<file path="src/rtl/gather_pkg.sv">
package gather_pkg;
  typedef enum logic [1:0] {
    ST_IDLE  = 2'd0,
    ST_ISSUE = 2'd1,
    ST_REQ   = 2'd2,
    ST_WAIT  = 2'd3
  } gstate_e;

  localparam logic [4:0] ZERO_OFF_IDX = 5'd31;
endpackage

</file>
<file path="src/rtl/gather_lane_mask.sv">
module gather_lane_mask #(
  parameter int VL_BITS = 256,
  localparam int PW    = VL_BITS / 8,
  localparam int NLANE = VL_BITS / 32
) (
  input  logic             elem64,
  input  logic [PW-1:0]    pred,
  output logic [NLANE-1:0] active
);
  logic unused_pred_bits;
  assign unused_pred_bits = ^pred;

  for (genvar e = 0; e < NLANE; e++) begin : g_lane
    if (e < NLANE / 2) begin : g_both
      assign active[e] = elem64 ? pred[e*8] : pred[e*4];
    end else begin : g_narrow
      assign active[e] = elem64 ? 1'b0 : pred[e*4];
    end
  end
endmodule

</file>
<file path="src/rtl/gather_lane_pick.sv">
module gather_lane_pick #(
  parameter int NLANE = 8,
  localparam int IW   = (NLANE > 1) ? $clog2(NLANE) : 1
) (
  input  logic [NLANE-1:0] pend,
  output logic             any,
  output logic [IW-1:0]    idx
);
  always_comb begin
    idx = '0;
    for (int i = NLANE - 1; i >= 0; i--) begin
      if (pend[i]) idx = IW'(i);
    end
  end
  assign any = |pend;
endmodule

</file>
<file path="src/rtl/gather_addr_gen.sv">
module gather_addr_gen #(
  parameter int VL_BITS = 256,
  localparam int NLANE  = VL_BITS / 32,
  localparam int NWIDE  = VL_BITS / 64,
  localparam int IW     = (NLANE > 1) ? $clog2(NLANE) : 1,
  localparam int HW     = (NWIDE > 1) ? $clog2(NWIDE) : 1
) (
  input  logic [VL_BITS-1:0] base_vec,
  input  logic               elem64,
  input  logic [IW-1:0]      idx,
  input  logic [63:0]        offset,
  output logic [63:0]        addr
);
  logic [31:0] lane32 [NLANE];
  logic [63:0] lane64 [NWIDE];
  logic [63:0] base_sel;

  for (genvar e = 0; e < NLANE; e++) begin : g_n
    assign lane32[e] = base_vec[e*32 +: 32];
  end
  for (genvar e = 0; e < NWIDE; e++) begin : g_w
    assign lane64[e] = base_vec[e*64 +: 64];
  end

  assign base_sel = elem64 ? lane64[idx[HW-1:0]] : {32'd0, lane32[idx]};
  assign addr     = base_sel + offset;
endmodule

</file>
<file path="src/rtl/gather_hw_loader.sv">
module gather_hw_loader
  import gather_pkg::*;
#(
  parameter int VL_BITS = 256,
  localparam int PW     = VL_BITS / 8,
  localparam int NLANE  = VL_BITS / 32,
  localparam int NWIDE  = VL_BITS / 64,
  localparam int IW     = (NLANE > 1) ? $clog2(NLANE) : 1
) (
  input  logic               clk,
  input  logic               rst,
  input  logic               start,
  input  logic               elem64,
  input  logic [PW-1:0]      pred,
  input  logic [VL_BITS-1:0] base_vec,
  input  logic [4:0]         off_idx,
  input  logic [63:0]        off_val,
  output logic               busy,
  output logic               done,
  output logic [VL_BITS-1:0] result,
  output logic               req_valid,
  input  logic               req_ready,
  output logic [63:0]        req_addr,
  input  logic               rsp_valid,
  input  logic [15:0]        rsp_data
);
  gstate_e            state;
  logic               mode64_q;
  logic [VL_BITS-1:0] base_q;
  logic [63:0]        off_q;
  logic [NLANE-1:0]   pend;
  logic [IW-1:0]      cur_q;

  logic [NLANE-1:0]   act_in;
  logic               pick_any;
  logic [IW-1:0]      pick_idx;
  logic [63:0]        lane_addr;
  logic [NLANE-1:0]   pend_after;

  gather_lane_mask #(.VL_BITS(VL_BITS)) u_mask (
    .elem64 (elem64),
    .pred   (pred),
    .active (act_in)
  );

  gather_lane_pick #(.NLANE(NLANE)) u_pick (
    .pend (pend),
    .any  (pick_any),
    .idx  (pick_idx)
  );

  gather_addr_gen #(.VL_BITS(VL_BITS)) u_addr (
    .base_vec (base_q),
    .elem64   (mode64_q),
    .idx      (pick_idx),
    .offset   (off_q),
    .addr     (lane_addr)
  );

  assign pend_after = pend & ~(NLANE'(1) << cur_q);
  assign busy       = (state != ST_IDLE);

  always_ff @(posedge clk) begin
    if (rst) begin
      state     <= ST_IDLE;
      mode64_q  <= 1'b0;
      base_q    <= '0;
      off_q     <= '0;
      pend      <= '0;
      cur_q     <= '0;
      req_valid <= 1'b0;
      req_addr  <= '0;
      done      <= 1'b0;
      result    <= '0;
    end else begin
      done <= 1'b0;
      unique case (state)
        ST_IDLE: begin
          if (start) begin
            result <= '0;
            if (|act_in) begin
              mode64_q <= elem64;
              base_q   <= base_vec;
              off_q    <= (off_idx == ZERO_OFF_IDX) ? 64'd0 : off_val;
              pend     <= act_in;
              state    <= ST_ISSUE;
            end else begin
              done <= 1'b1;
            end
          end
        end
        ST_ISSUE: begin
          if (pick_any) begin
            cur_q     <= pick_idx;
            req_addr  <= lane_addr;
            req_valid <= 1'b1;
            state     <= ST_REQ;
          end else begin
            done  <= 1'b1;
            state <= ST_IDLE;
          end
        end
        ST_REQ: begin
          if (req_ready) begin
            req_valid <= 1'b0;
            state     <= ST_WAIT;
          end
        end
        ST_WAIT: begin
          if (rsp_valid) begin
            for (int e = 0; e < NLANE; e++) begin
              if (!mode64_q && cur_q == IW'(e))
                result[e*32 +: 32] <= {16'd0, rsp_data};
            end
            for (int e = 0; e < NWIDE; e++) begin
              if (mode64_q && cur_q == IW'(e))
                result[e*64 +: 64] <= {48'd0, rsp_data};
            end
            pend <= pend_after;
            if (pend_after == '0) begin
              done  <= 1'b1;
              state <= ST_IDLE;
            end else begin
              state <= ST_ISSUE;
            end
          end
        end
        default: state <= ST_IDLE;
      endcase
    end
  end
endmodule

</file>
<file path="config.mk">
export PLATFORM = sky130hd
export DESIGN_NAME = gather_hw_loader
export DESIGN_NICKNAME = d
export VERILOG_FILES = /design/src/rtl/gather_pkg.sv /design/src/rtl/gather_lane_mask.sv /design/src/rtl/gather_lane_pick.sv /design/src/rtl/gather_addr_gen.sv /design/src/rtl/gather_hw_loader.sv
export SDC_FILE = /design/constraint.sdc
export NUM_CORES = 1
export LEC_CHECK = 0
export ABC_AREA = 0
export BUFFER_PORTS_ARGS = -buffer_cell sky130_fd_sc_hd__buf_2
export CAP_MARGIN = 5
export CORE_AREA = 3 3 268 270
export CTS_CLUSTER_DIAMETER = 200
export CTS_CLUSTER_SIZE = 14
export DETAILED_ROUTE_END_ITERATION = 8
export DIE_AREA = 0 0 271 273
export PLACE_DENSITY_LB_ADDON = 0.3
export SLEW_MARGIN = 10
export SYNTH_ARGS = -nofsm -noshare
export SYNTH_HDL_FRONTEND = slang
export SYNTH_HIERARCHICAL = 1
export SYNTH_SLANG_ARGS = --single-unit
</file>
<file path="constraint.sdc">
create_clock -name clk -period 15 [get_ports clk]
set_input_delay 0.75 -clock clk [delete_from_list [all_inputs] [get_ports clk]]
set_output_delay 0.75 -clock clk [all_outputs]
set_load 0.01 [all_outputs]
</file>
==> load_flow_metrics.sql <==
INSERT INTO impl_metrics (metric_group, metric, value, unit) VALUES
('die', 'start_util', '39.9', '%'),
('sta', 'finalClockSkew', '0.0203', 'ns'),
('die', 'io_pins', '702', ''),
('clocking', 'htree_levels', '2', ''),
('worst_setup_path', 'critical_path.max_fanout', '88', ''),
('sta', 'min_period_over_period', '46.5', '%'),
('worst_setup_path', 'crit_path_top_delay_cell', 'sky130_fd_sc_hd__buf_4', ''),
('synth', 'portion_of_netlist_area_occupied_by_mux_cells', '14.5', '%'),
('synth', 'synth_top_cell_by_area', 'sky130_fd_sc_hd__dfxtp_1', ''),
('clocking', 'cts_setup_buffers', '0', ''),
('cells_and_area', 'layout-area-overhead-vs-synth', '14.1', '%'),
('cells_and_area', 'regArea', '10600', 'um2'),
('grt', 'antenna_found_initial', '34', ''),
('synth', 'synthCells', '3367', ''),
('worst_setup_path', 'worst_ep_required_time', '15.52', 'ns'),
('worst_setup_path', 'worst-r2r-setup-slack', '8.03', 'ns'),
('cells_and_area', 'post_route_cells_drive_above_1_share', '21.4', '%'),
('synth', 'synthAdderAreaFrac', '2.90', '%'),
('synth', 'post_synth_xor_area_fraction', '2.05', '%'),
('synth', 'synth-edff-count', '0', ''),
('worst_setup_path', 'timing.reg2reg.worst_path_depth', '20', ''),
('synth', 'postSynth.topFlopCell', 'sky130_fd_sc_hd__dfxtp_1', ''),
('worst_setup_path', 'cp_cell_sequence', 'o41ai_2, buf_4, buf_12, mux4_2, mux2i_1, o21ai_0, ha_1, fa_1, a211oi_1, nor2_1, a211oi_1, a211oi_1, a2bb2oi_1, a21oi_1, a21oi_1, o221a_2, o21ai_0, xnor2_1, nand2_1, a21oi_1', ''),
('worst_hold_path', 'min_path_cells', '3', ''),
('sta', 'timing.hold.ws', '0.392', 'ns'),
('clocking', 'cts_resized', '0', ''),
('synth', 'yosys.cell_types.count', '79', ''),
('cells_and_area', 'final_instance_area', '31700', 'um2'),
('die', 'core_area', '69800', 'um2'),
('synth', 'mean_post_synth_cell_area', '8.27', 'um2'),
('sta', 'rsz0062_at_grt', 'no', ''),
('die', 'design.die.area', '74000', 'um2'),
('grt', 'grt_overflow', '0', ''),
('routing', 'drc', '0', ''),
('power_and_ir_drop', 'power_per_cell_area', '112', 'nW/um2'),
('worst_hold_path', 'hold_path_startpoint', 'base_vec[84]', ''),
('clocking', 'clock-root-buffer', 'sky130_fd_sc_hd__clkbuf_16', ''),
('grt', 'maximum_number_of_pins_on_one_net_before_global_route_repair', '130', ''),
('sta', 'timing_worst_slew_pin_value', '1.22', 'ns'),
('sta', 'setup_viol', '0', ''),
('cells_and_area', 'multi_input_comb_area', '15600', 'um2'),
('routing', 'detailedRoute.firstPassIterationCount', '5', ''),
('power_and_ir_drop', 'max-vdd-ir-drop', '0.0675', 'mV'),
('synth', 'number_of_flip_flops_and_latches_in_the_synthesized_netlist', '528', ''),
('worst_setup_path', 'critPathCaptureType', 'flop', ''),
('routing', 'drt-wirelength-per-cell', '20.9', 'um'),
('synth', 'syn_area', '27800', 'um2'),
('worst_setup_path', 'crit_arrival', '7.49', 'ns'),
('place', 'hpwl', '72600', 'um'),
('sta', 'worst_slew_margin_rel', '18.1', '%'),
('clocking', 'clkSlewWorstSetupHoldPaths', '0.09', 'ns'),
('routing', 'vias', '25500', ''),
('power_and_ir_drop', 'report.power.total', '3.56', 'mW'),
('synth', 'synthDominantCellAreaShare', '38.0', '%'),
('cells_and_area', 'mostFrequentLayoutCell', 'sky130_fd_sc_hd__nand2_1', ''),
('synth', 'ys_warn_count', '6', ''),
('synth', 'main_combinational_cell_family_by_area_after_synthesis', 'simple AND/OR/NAND/NOR gates', ''),
('power_and_ir_drop', 'power.leakage', '13.0', 'nW'),
('sta', 'minimum_clock_period', '6.97', 'ns'),
('clocking', 'holdBufCountCts', '0', ''),
('clocking', 'cts.sink_count', '528', ''),
('clocking', 'cts_tree', 'built', ''),
('worst_setup_path', 'critical_path.startpoint_type', 'flop', ''),
('worst_setup_path', 'worstReg2RegStart', 'pend[4]$_SDFFE_PP0P_', ''),
('worst_hold_path', 'hold_path_class', 'in2reg', ''),
('place', 'placed_cell_area', '30500', 'um2'),
('run_status', 'run_status', 'completed', ''),
('clocking', 'clk_latency', '0.59', 'ns'),
('cells_and_area', 'mostFrequentLayoutCells', 'sky130_fd_sc_hd__nand2_1, sky130_fd_sc_hd__buf_2, sky130_fd_sc_hd__a21oi_1, sky130_fd_sc_hd__dfxtp_1', ''),
('synth', 'synth_compound_area_share', '15.2', '%'),
('routing', 'viasPerCell', '5.43', '');
## sequential cells by signal, summed over array words and instances (netlist names), named ones only
name and flops:
done 1, cur_q 3, base_q 256, off_q 64, state 1, pend 8, req_valid 1, result 128
mode64_q 1, req_addr 64
## power by group
group,total (mW),switching [mW],internal [mW]
clock,1.07,0.528,0.539
combinational,0.925,0.571,0.354
sequential,1.57,0.0761,1.49
total,3.56,1.17,2.38
## per-layer routing
layer | global-route usage (%) | up-vias | routed length (um)
met1 | 36.8 | 12300 | 44500
met2 | 38.4 | 917 | 44200
met4 | 7.48 | 14 | 2540
met5 | 0 | - | 88
li1 | - | 12100 | -
met3 | 3.85 | 144 | 6840
## synth_stat cells (4+ instances only)
cell type and n:
sky130_fd_sc_hd__a211oi_1 9, sky130_fd_sc_hd__a21boi_0 4, sky130_fd_sc_hd__a21o_1 19, sky130_fd_sc_hd__a21oi_1 540
sky130_fd_sc_hd__a31oi_1 10, sky130_fd_sc_hd__and2_1 33, sky130_fd_sc_hd__and2b_2 4, sky130_fd_sc_hd__and3_1 22
sky130_fd_sc_hd__buf_1 21, sky130_fd_sc_hd__buf_2 48, sky130_fd_sc_hd__buf_4 132, sky130_fd_sc_hd__clkbuf_1 183
sky130_fd_sc_hd__clkbuf_2 4, sky130_fd_sc_hd__dfxtp_1 528, sky130_fd_sc_hd__ha_1 63, sky130_fd_sc_hd__inv_1 30
sky130_fd_sc_hd__mux2i_1 112, sky130_fd_sc_hd__mux4_2 128, sky130_fd_sc_hd__nand2_1 939, sky130_fd_sc_hd__nand3_1 102
sky130_fd_sc_hd__nand4_1 20, sky130_fd_sc_hd__nor2_1 66, sky130_fd_sc_hd__nor2b_1 7, sky130_fd_sc_hd__nor3_1 12
sky130_fd_sc_hd__nor4_1 5, sky130_fd_sc_hd__nor4bb_1 6, sky130_fd_sc_hd__o21a_1 7, sky130_fd_sc_hd__o21ai_0 108
sky130_fd_sc_hd__o21ai_1 4, sky130_fd_sc_hd__o21bai_1 21, sky130_fd_sc_hd__o221ai_1 4, sky130_fd_sc_hd__o31ai_1 6
sky130_fd_sc_hd__or4_1 32, sky130_fd_sc_hd__xnor2_1 46, sky130_fd_sc_hd__xor2_1 19
## critical path, delay by kind of cell (launching register included)
family,cells,cell delay (ns)
DFF,1,0.38
xor gates and xnor gates,1,0.16
buffers and inverters,2,1.23
and+or+nand+nor,2,0.18
adders and majority gates,2,0.79
AOI/OAI and AO/OA,11,3.30
muxes,2,0.73
## worst max-delay path by stage
stage / to / slack, ns
final: req_addr[62]$_SDFFE_PP0P_ / 8.03
after global placement: req_addr[62]$_SDFFE_PP0P_ / 8.15
after global routing: req_addr[62]$_SDFFE_PP0P_ / 7.54
after CTS: req_addr[62]$_SDFFE_PP0P_ / 8.04
after floorplan: req_addr[61]$_SDFFE_PP0P_ / 9.69
after detailed placement: req_addr[62]$_SDFFE_PP0P_ / 8.06
## final cells by class
| type | instances | area share, % |
|---|---|---|
| Antenna cell | 18 | 0.142 |
| Clock buffer | 45 | 3.48 |
| Clock inverter | 3 | 0.173 |
| Inverter | 31 | 0.370 |
| Multi-Input combinational cell | 2545 | 49.3 |
| Sequential cell | 528 | 33.3 |
| Tap cell | 940 | 3.70 |
| Timing Repair Buffer | 583 | 9.57 |
## stage by stage
step / utilization [%] / std cells / setup slack (ns)
2_1_floorplan: - / 3494 / 9.69
3_3_place_gp: 43.8 / 4627 / 8.15
3_5_place_dp: 43.8 / 4627 / 8.06
4_1_cts: 45.4 / 4675 / 8.04
5_1_grt: 45.5 / 4692 / 7.54
6_report: 45.5 / 4693 / 8.03
## kinds of logic after synthesis
family                     after synthesis
DFF                                    528
other                                    1
buffers and inverters                  421
adders and majority gates               64
muxes                                  243
AOI/OAI and AO/OA                      771
xor gates and xnor gates                65
and+or+nand+nor                       1274
No activity file was read; power rests on OpenSTA's default activity.
